## config.mk

```make
export PLATFORM = sky130hd
export DESIGN_NAME = rf_bank_mapper
export DESIGN_NICKNAME = d
export VERILOG_FILES = /design/src/rtl/rfmap_pkg.sv /design/src/rtl/rfmap_decode.sv /design/src/rtl/rfmap_store.sv /design/src/rtl/rfmap_rdmux.sv /design/src/rtl/rf_bank_mapper.sv
export SDC_FILE = /design/constraint.sdc
export NUM_CORES = 1
export LEC_CHECK = 0
export BUFFER_PORTS_ARGS = -buffer_cell sky130_fd_sc_hd__buf_2
export CORE_MARGIN = 4
export CORE_UTILIZATION = 35
export DETAILED_ROUTE_END_ITERATION = 7
export GPL_ROUTABILITY_DRIVEN = 0
export SKIP_LAST_GASP = 1
export SYNTH_ARGS = -nofsm -noshare
export SYNTH_HDL_FRONTEND = slang
export SYNTH_HIERARCHICAL = 1
export SYNTH_SLANG_ARGS = --single-unit
```

## constraint.sdc

```tcl
create_clock -name clk -period 8.65 [get_ports clk]
set_input_delay 1.2975 -clock clk [delete_from_list [all_inputs] [get_ports clk]]
set_output_delay 1.2975 -clock clk [all_outputs]
set_load 0.01 [all_outputs]
```

## src/rtl/rfmap_pkg.sv

```systemverilog
package rfmap_pkg;
    localparam int DATA_W     = 8;
    localparam int DIR_AW     = 5;
    localparam int FULL_AW    = 7;
    localparam int SPEC_CNT   = 8;
    localparam int SPEC_W     = $clog2(SPEC_CNT);
    localparam int COMMON_CNT = 8;
    localparam int BANK_CNT   = 4;
    localparam int BANK_W     = $clog2(BANK_CNT);
    localparam int BANK_SZ    = 16;
    localparam int OFF_W      = $clog2(BANK_SZ);
    localparam int RAM_DEPTH  = COMMON_CNT + BANK_CNT * BANK_SZ;
    localparam int IDX_W      = $clog2(RAM_DEPTH);
    localparam int PTR_W      = FULL_AW;
    localparam int MSR_SLOT   = 4;

    typedef enum logic [1:0] {
        LOC_SPEC = 2'd0,
        LOC_RAM  = 2'd1,
        LOC_VOID = 2'd2
    } loc_kind_e;

    typedef struct packed {
        loc_kind_e          kind;
        logic [SPEC_W-1:0]  slot;
        logic [IDX_W-1:0]   idx;
    } loc_t;
endpackage

```

## src/rtl/rfmap_decode.sv

```systemverilog
module rfmap_decode
    import rfmap_pkg::*;
(
    input  logic                rd_en,
    input  logic                wr_en,
    input  logic [DIR_AW-1:0]   op_addr,
    input  logic [PTR_W-1:0]    ptr,
    output loc_t                loc,
    output logic [SPEC_CNT-1:0] sfr_sel,
    output logic                sfr_wr,
    output logic                ram_hit,
    output logic                ram_we,
    output logic                msr_we,
    output logic                loc_void,
    output logic [IDX_W-1:0]    ram_idx
);
    logic               strobe;
    logic [FULL_AW-1:0] eff;

    // effective address: indirect, banked window or low direct range
    always_comb begin
        if (op_addr == '0) begin
            eff = ptr;
        end else if (op_addr[DIR_AW-1]) begin
            eff = {ptr[PTR_W-1 -: BANK_W], op_addr};
        end else begin
            eff = FULL_AW'(op_addr);
        end
    end

    // classify effective address
    always_comb begin
        loc.kind = LOC_VOID;
        loc.slot = '0;
        loc.idx  = '0;
        if (eff[FULL_AW-1:SPEC_W] == '0) begin
            loc.slot = eff[SPEC_W-1:0];
            if (eff[SPEC_W-1:0] != '0) begin
                loc.kind = LOC_SPEC;
            end
        end else if (eff[FULL_AW-1:OFF_W] == '0) begin
            loc.kind = LOC_RAM;
            loc.idx  = IDX_W'(eff[SPEC_W-1:0]);
        end else if (eff[OFF_W]) begin
            loc.kind = LOC_RAM;
            loc.idx  = IDX_W'(COMMON_CNT)
                     + IDX_W'({eff[FULL_AW-1 -: BANK_W], eff[OFF_W-1:0]});
        end
    end

    assign strobe = rd_en | wr_en;

    for (genvar k = 0; k < SPEC_CNT; k++) begin : g_sel
        assign sfr_sel[k] = strobe && (loc.kind == LOC_SPEC)
                            && (loc.slot == SPEC_W'(k));
    end

    assign sfr_wr   = wr_en && (loc.kind == LOC_SPEC);
    assign ram_hit  = strobe && (loc.kind == LOC_RAM);
    assign ram_we   = wr_en && (loc.kind == LOC_RAM);
    assign msr_we   = sfr_wr && (loc.slot == SPEC_W'(MSR_SLOT));
    assign loc_void = (loc.kind == LOC_VOID);
    assign ram_idx  = loc.idx;
endmodule

```

## src/rtl/rfmap_store.sv

```systemverilog
module rfmap_store
    import rfmap_pkg::*;
(
    input  logic              clk,
    input  logic              rst_n,
    input  logic              ram_we,
    input  logic [IDX_W-1:0]  ram_idx,
    input  logic              msr_we,
    input  logic [DATA_W-1:0] wr_data,
    output logic [PTR_W-1:0]  ptr,
    output logic [DATA_W-1:0] ram_rdata
);
    typedef struct packed {
        logic [PTR_W-1:0]                   msr;
        logic [RAM_DEPTH-1:0][DATA_W-1:0]   mem;
    } st_t;

    st_t st_d, st_q;
    logic idx_ok;

    assign idx_ok = (ram_idx < IDX_W'(RAM_DEPTH));

    always_comb begin
        st_d = st_q;
        if (msr_we) begin
            st_d.msr = wr_data[PTR_W-1:0];
        end
        if (ram_we && idx_ok) begin
            st_d.mem[ram_idx] = wr_data;
        end
    end

    always_ff @(posedge clk or negedge rst_n) begin
        if (!rst_n) begin
            st_q <= '0;
        end else begin
            st_q <= st_d;
        end
    end

    assign ptr       = st_q.msr;
    assign ram_rdata = idx_ok ? st_q.mem[ram_idx] : '0;
endmodule

```

## src/rtl/rfmap_rdmux.sv

```systemverilog
module rfmap_rdmux
    import rfmap_pkg::*;
(
    input  logic                       rd_en,
    input  loc_t                       loc,
    input  logic [SPEC_CNT*DATA_W-1:0] sfr_rd_bus,
    input  logic [PTR_W-1:0]           ptr,
    input  logic [DATA_W-1:0]          ram_rdata,
    output logic [DATA_W-1:0]          rd_data
);
    logic [DATA_W-1:0] msr_view;

    assign msr_view = {1'b1, ptr};

    always_comb begin
        rd_data = '0;
        if (rd_en) begin
            unique case (loc.kind)
                LOC_SPEC: begin
                    if (loc.slot == SPEC_W'(MSR_SLOT)) begin
                        rd_data = msr_view;
                    end else begin
                        rd_data = sfr_rd_bus[loc.slot*DATA_W +: DATA_W];
                    end
                end
                LOC_RAM:  rd_data = ram_rdata;
                default:  rd_data = '0;
            endcase
        end
    end
endmodule

```

## src/rtl/rf_bank_mapper.sv

```systemverilog
module rf_bank_mapper
    import rfmap_pkg::*;
(
    input  logic                       clk,
    input  logic                       rst_n,
    input  logic                       rd_en,
    input  logic                       wr_en,
    input  logic [DIR_AW-1:0]          op_addr,
    input  logic [DATA_W-1:0]          wr_data,
    input  logic [SPEC_CNT*DATA_W-1:0] sfr_rd_bus,
    output logic [DATA_W-1:0]          rd_data,
    output logic [SPEC_CNT-1:0]        sfr_sel,
    output logic                       sfr_wr,
    output logic                       ram_hit,
    output logic [IDX_W-1:0]           ram_idx,
    output logic [BANK_W-1:0]          cur_bank
);
    loc_t              loc;
    logic [PTR_W-1:0]  ptr;
    logic [DATA_W-1:0] ram_rdata;
    logic              ram_we;
    logic              msr_we;
    logic              loc_void;

    rfmap_decode u_decode (
        .rd_en    (rd_en),
        .wr_en    (wr_en),
        .op_addr  (op_addr),
        .ptr      (ptr),
        .loc      (loc),
        .sfr_sel  (sfr_sel),
        .sfr_wr   (sfr_wr),
        .ram_hit  (ram_hit),
        .ram_we   (ram_we),
        .msr_we   (msr_we),
        .loc_void (loc_void),
        .ram_idx  (ram_idx)
    );

    rfmap_store u_store (
        .clk       (clk),
        .rst_n     (rst_n),
        .ram_we    (ram_we),
        .ram_idx   (ram_idx),
        .msr_we    (msr_we),
        .wr_data   (wr_data),
        .ptr       (ptr),
        .ram_rdata (ram_rdata)
    );

    rfmap_rdmux u_rdmux (
        .rd_en      (rd_en),
        .loc        (loc),
        .sfr_rd_bus (sfr_rd_bus),
        .ptr        (ptr),
        .ram_rdata  (ram_rdata),
        .rd_data    (rd_data)
    );

    assign cur_bank = ptr[PTR_W-1 -: BANK_W];
endmodule

```

==> summary.md <==
| Metric | Value |
|---|---|
| Outcome | `complete, no violations` |
| Number of buffers created by CTS | `61` |
| Number of buffer and inverter stages on the critical path | `5` |
| Critical Path Fanout Max | `22` |
| Hold Vio Cnt, Final | `0` |
| Count of input and output buffers | `98` |
| Time the final worst path needs with I/O delays and setup | `7.312 ns` |
| Residual DRC | `0` |
| Total wire length after detailed routing | `79490 um` |
| Worst-skew pair later-pin latency | `0.63 ns` |
| Leakage power summed over all cells | `14.45 nW` |
| Average instance area after synthesis | `13.44 um2` |
| Fraction of layout instances using a drive strength above 1 | `0.4254` |
| Vias in the first global route | `19000` |
| Depth of the CTS H-tree | `2` |
| Instance area after placement | `29240 um2` |
| Slew Limit Headroom | `0.2356` |
| Wirelength per Cell | `24.83 um` |
| Slew of the pin with the lowest slew margin | `1.144 ns` |
| Maximum number of buffers from clock root to sink | `3` |
| Resize count post-CTS | `0` |
| Min-Delay Path Class | `flop to flop` |
| Remaining Overflow, GRT | `0` |
| Vias after detailed routing | `18270` |
| Library cell contributing the largest single delay on the critical path | `sky130_fd_sc_hd__a21oi_4` |
| Initial antenna violation count | `1` |
| Type of origin of the critical path | `input port` |
| I/O Pins | `108` |
| Clock-pin slew of the registers on the worst-case setup and hold paths | `0.06 ns` |
| Number of rows in the core area | `103` |
| Initial Utilization | `0.3521` |
| Antenna diode instance count | `0` |
| Layout Cell Area excl Fill | `31270 um2` |
| Capturing element type of the critical path | `output port` |
| Crit path largest cell delay | `0.58 ns` |
| DRT antenna net count | `0` |
| Syn nets | `2148` |
| Setup repair after global routing missed its margin | `false` |
| Total setup violations reported at the end of the flow | `0` |
| Kind of cell adding the most delay to the critical path | `compound AO/OA/AOI/OAI gates` |
| CP Data Required Time | `7.35 ns` |
| Post-layout net count | `2191` |
| Maximum ir drop on the vdd rail | `0.1618 mV` |
| Number of standard cells after synthesis | `2066` |
| Crit path DAT | `6.01 ns` |
| Overall power of the completed layout | `6.679 mW` |
| Area added between synthesis and finish | `12.60%` |
| Hold buffer count at CTS | `0` |
| Wire length of the first global-routing pass | `120600 um` |
| Pwr dens | `213.6 nW/um2` |
| Die H | `289.7 um` |
| Period Utilization, post-route | `0.8453` |
| Highest achievable clock rate | `136.8 MHz` |
| Setup clock skew after layout | `0.02048 ns` |
| TritonCTS clock tree | `built` |
| WS Path Type | `input port to output port` |
| Clock tree sinks | `583` |
| Detailed-routing iteration count for the pre-antenna-repair pass | `7` |
| Detailed placer's ending HPWL | `51370 um` |
| Number of violations reported at the end of detailed-routing iteration 0 | `1441` |
| Full die area | `83900 um2` |
| Via density per instance | `5.709` |
| Horizontal die dimension | `289.7 um` |
| # Post-CTS Setup Buffers | `0` |
| Number of slew-limit violations in the final report | `0` |
| Maximum number of pins on one net before global-route repair | `185` |
| Clock tree root driver cell | `sky130_fd_sc_hd__clkbuf_16` |
| Netlist Area Pre-Place | `27770 um2` |
| Max-cap violations | `0` |
| All-layer global routing usage | `0.1876` |
| Core area | `78870 um2` |
| Setup_tns | `0 ns` |
| Synth warnings | `6` |
| Cell chain of the critical path | `buf_2 -> nor2_1 -> buf_4 -> a21oi_1 -> a21oi_4 -> buf_4 -> nor2b_1 -> buf_4 -> a22oi_1 -> a21oi_1 -> nor4_1 -> o21ai_0 -> o211ai_1 -> a21oi_1 -> a2111oi_0 -> buf_2` |
## through the flow
stage / hold WS [ns] / worst slack [ns] / std cells / util
finish: 0.4949 / 1.338 / 3201 / 0.3964
global route: 0.5067 / 1.197 / 3201 / 0.3964
CTS: 0.4962 / 1.512 / 3201 / 0.3964
detailed placement: 0.4826 / 1.547 / 3096 / 0.3707
global placement: 0.4771 / 1.529 / 3096 / 0.3707
floorplan: 0.4640 / 2.963 / 2066 / -
## report_power, final
group	leakage [nW]	total, mW	switching, mW	internal, mW
sequential	7.91	3.13	0.143	2.99
clock	1.00	2.66	1.08	1.59
combinational	5.54	0.884	0.489	0.395
total	14.4	6.68	1.71	4.97
## registers in the layout, indices dropped and copies added (netlist names)
register	count
u_store/st_q	576
u_store/ptr	7
## worst register-to-register path, stage by stage, from the launching register on
cell	delay [ns]
sky130_fd_sc_hd__dfrtp_1	0.56
sky130_fd_sc_hd__nor3b_1	0.10
sky130_fd_sc_hd__o21ai_0	0.38
sky130_fd_sc_hd__buf_4	0.25
sky130_fd_sc_hd__a21oi_4	0.20
sky130_fd_sc_hd__buf_4	0.39
sky130_fd_sc_hd__nor3_4	0.79
sky130_fd_sc_hd__buf_4	0.39
sky130_fd_sc_hd__and3_1	0.79
sky130_fd_sc_hd__nand2_1	0.62
sky130_fd_sc_hd__mux2_2	0.46
## cells in the final DEF (no fill, tap or decap), types with 9 or more instances in the layout
master / instances
sky130_fd_sc_hd__mux2_2: 595
sky130_fd_sc_hd__dfrtp_1: 583
sky130_fd_sc_hd__mux2i_1: 123
sky130_fd_sc_hd__buf_2: 97
sky130_fd_sc_hd__a22oi_1: 93
sky130_fd_sc_hd__clkbuf_16: 62
sky130_fd_sc_hd__buf_4: 54
sky130_fd_sc_hd__nand2_1: 54
sky130_fd_sc_hd__nor2_1: 40
sky130_fd_sc_hd__o21ai_0: 39
sky130_fd_sc_hd__a221oi_1: 38
sky130_fd_sc_hd__o22ai_1: 37
sky130_fd_sc_hd__a21oi_1: 35
sky130_fd_sc_hd__nor2_2: 27
sky130_fd_sc_hd__mux4_2: 20
sky130_fd_sc_hd__nor4_1: 17
sky130_fd_sc_hd__clkbuf_8: 16
sky130_fd_sc_hd__nor2b_1: 15
sky130_fd_sc_hd__nand3_1: 14
sky130_fd_sc_hd__clkbuf_1: 13
sky130_fd_sc_hd__a31oi_1: 12
sky130_fd_sc_hd__mux4_1: 12
sky130_fd_sc_hd__a22o_1: 12
sky130_fd_sc_hd__a41oi_1: 12
sky130_fd_sc_hd__nand2b_1: 9
## cell type report
class | instances | area [um2]
clock buffers | 91 | 1821
clock inverters | 14 | 206.4
fillers | 7397 | 47610
inverters | 5 | 18.77
multi-input cells | 1301 | 12310
flip-flops and latches | 583 | 14590
well taps | 1050 | 1314
repair buffers | 157 | 1006
## worst paths after layout
path,start,to,slack [ns],depth (start not counted)
min in group asynchronous,rst_n,u_store/st_q[371]$_DFFE_PN0P_,0.75,1
setup / recovery,op_addr[4],rd_data[1],1.34,16
hold reg to reg,u_store/st_q[79]$_DFFE_PN0P_,u_store/st_q[79]$_DFFE_PN0P_,0.49,1
max in group asynchronous,rst_n,u_store/st_q[257]$_DFFE_PN0P_,6.27,2
setup reg to reg,u_store/ptr[5]$_DFFE_PN0P_,u_store/st_q[389]$_DFFE_PN0P_,3.62,10
hold / removal,u_store/st_q[79]$_DFFE_PN0P_,u_store/st_q[79]$_DFFE_PN0P_,0.49,1
## metal layers
metal / wire length [um] / track usage
met1: 34400 / 0.2565
met4: 2611 / 0.06031
met2: 36960 / 0.3028
met5: 15 / 0
met3: 5501 / 0.03537
Power figures use the tool's default switching activity.
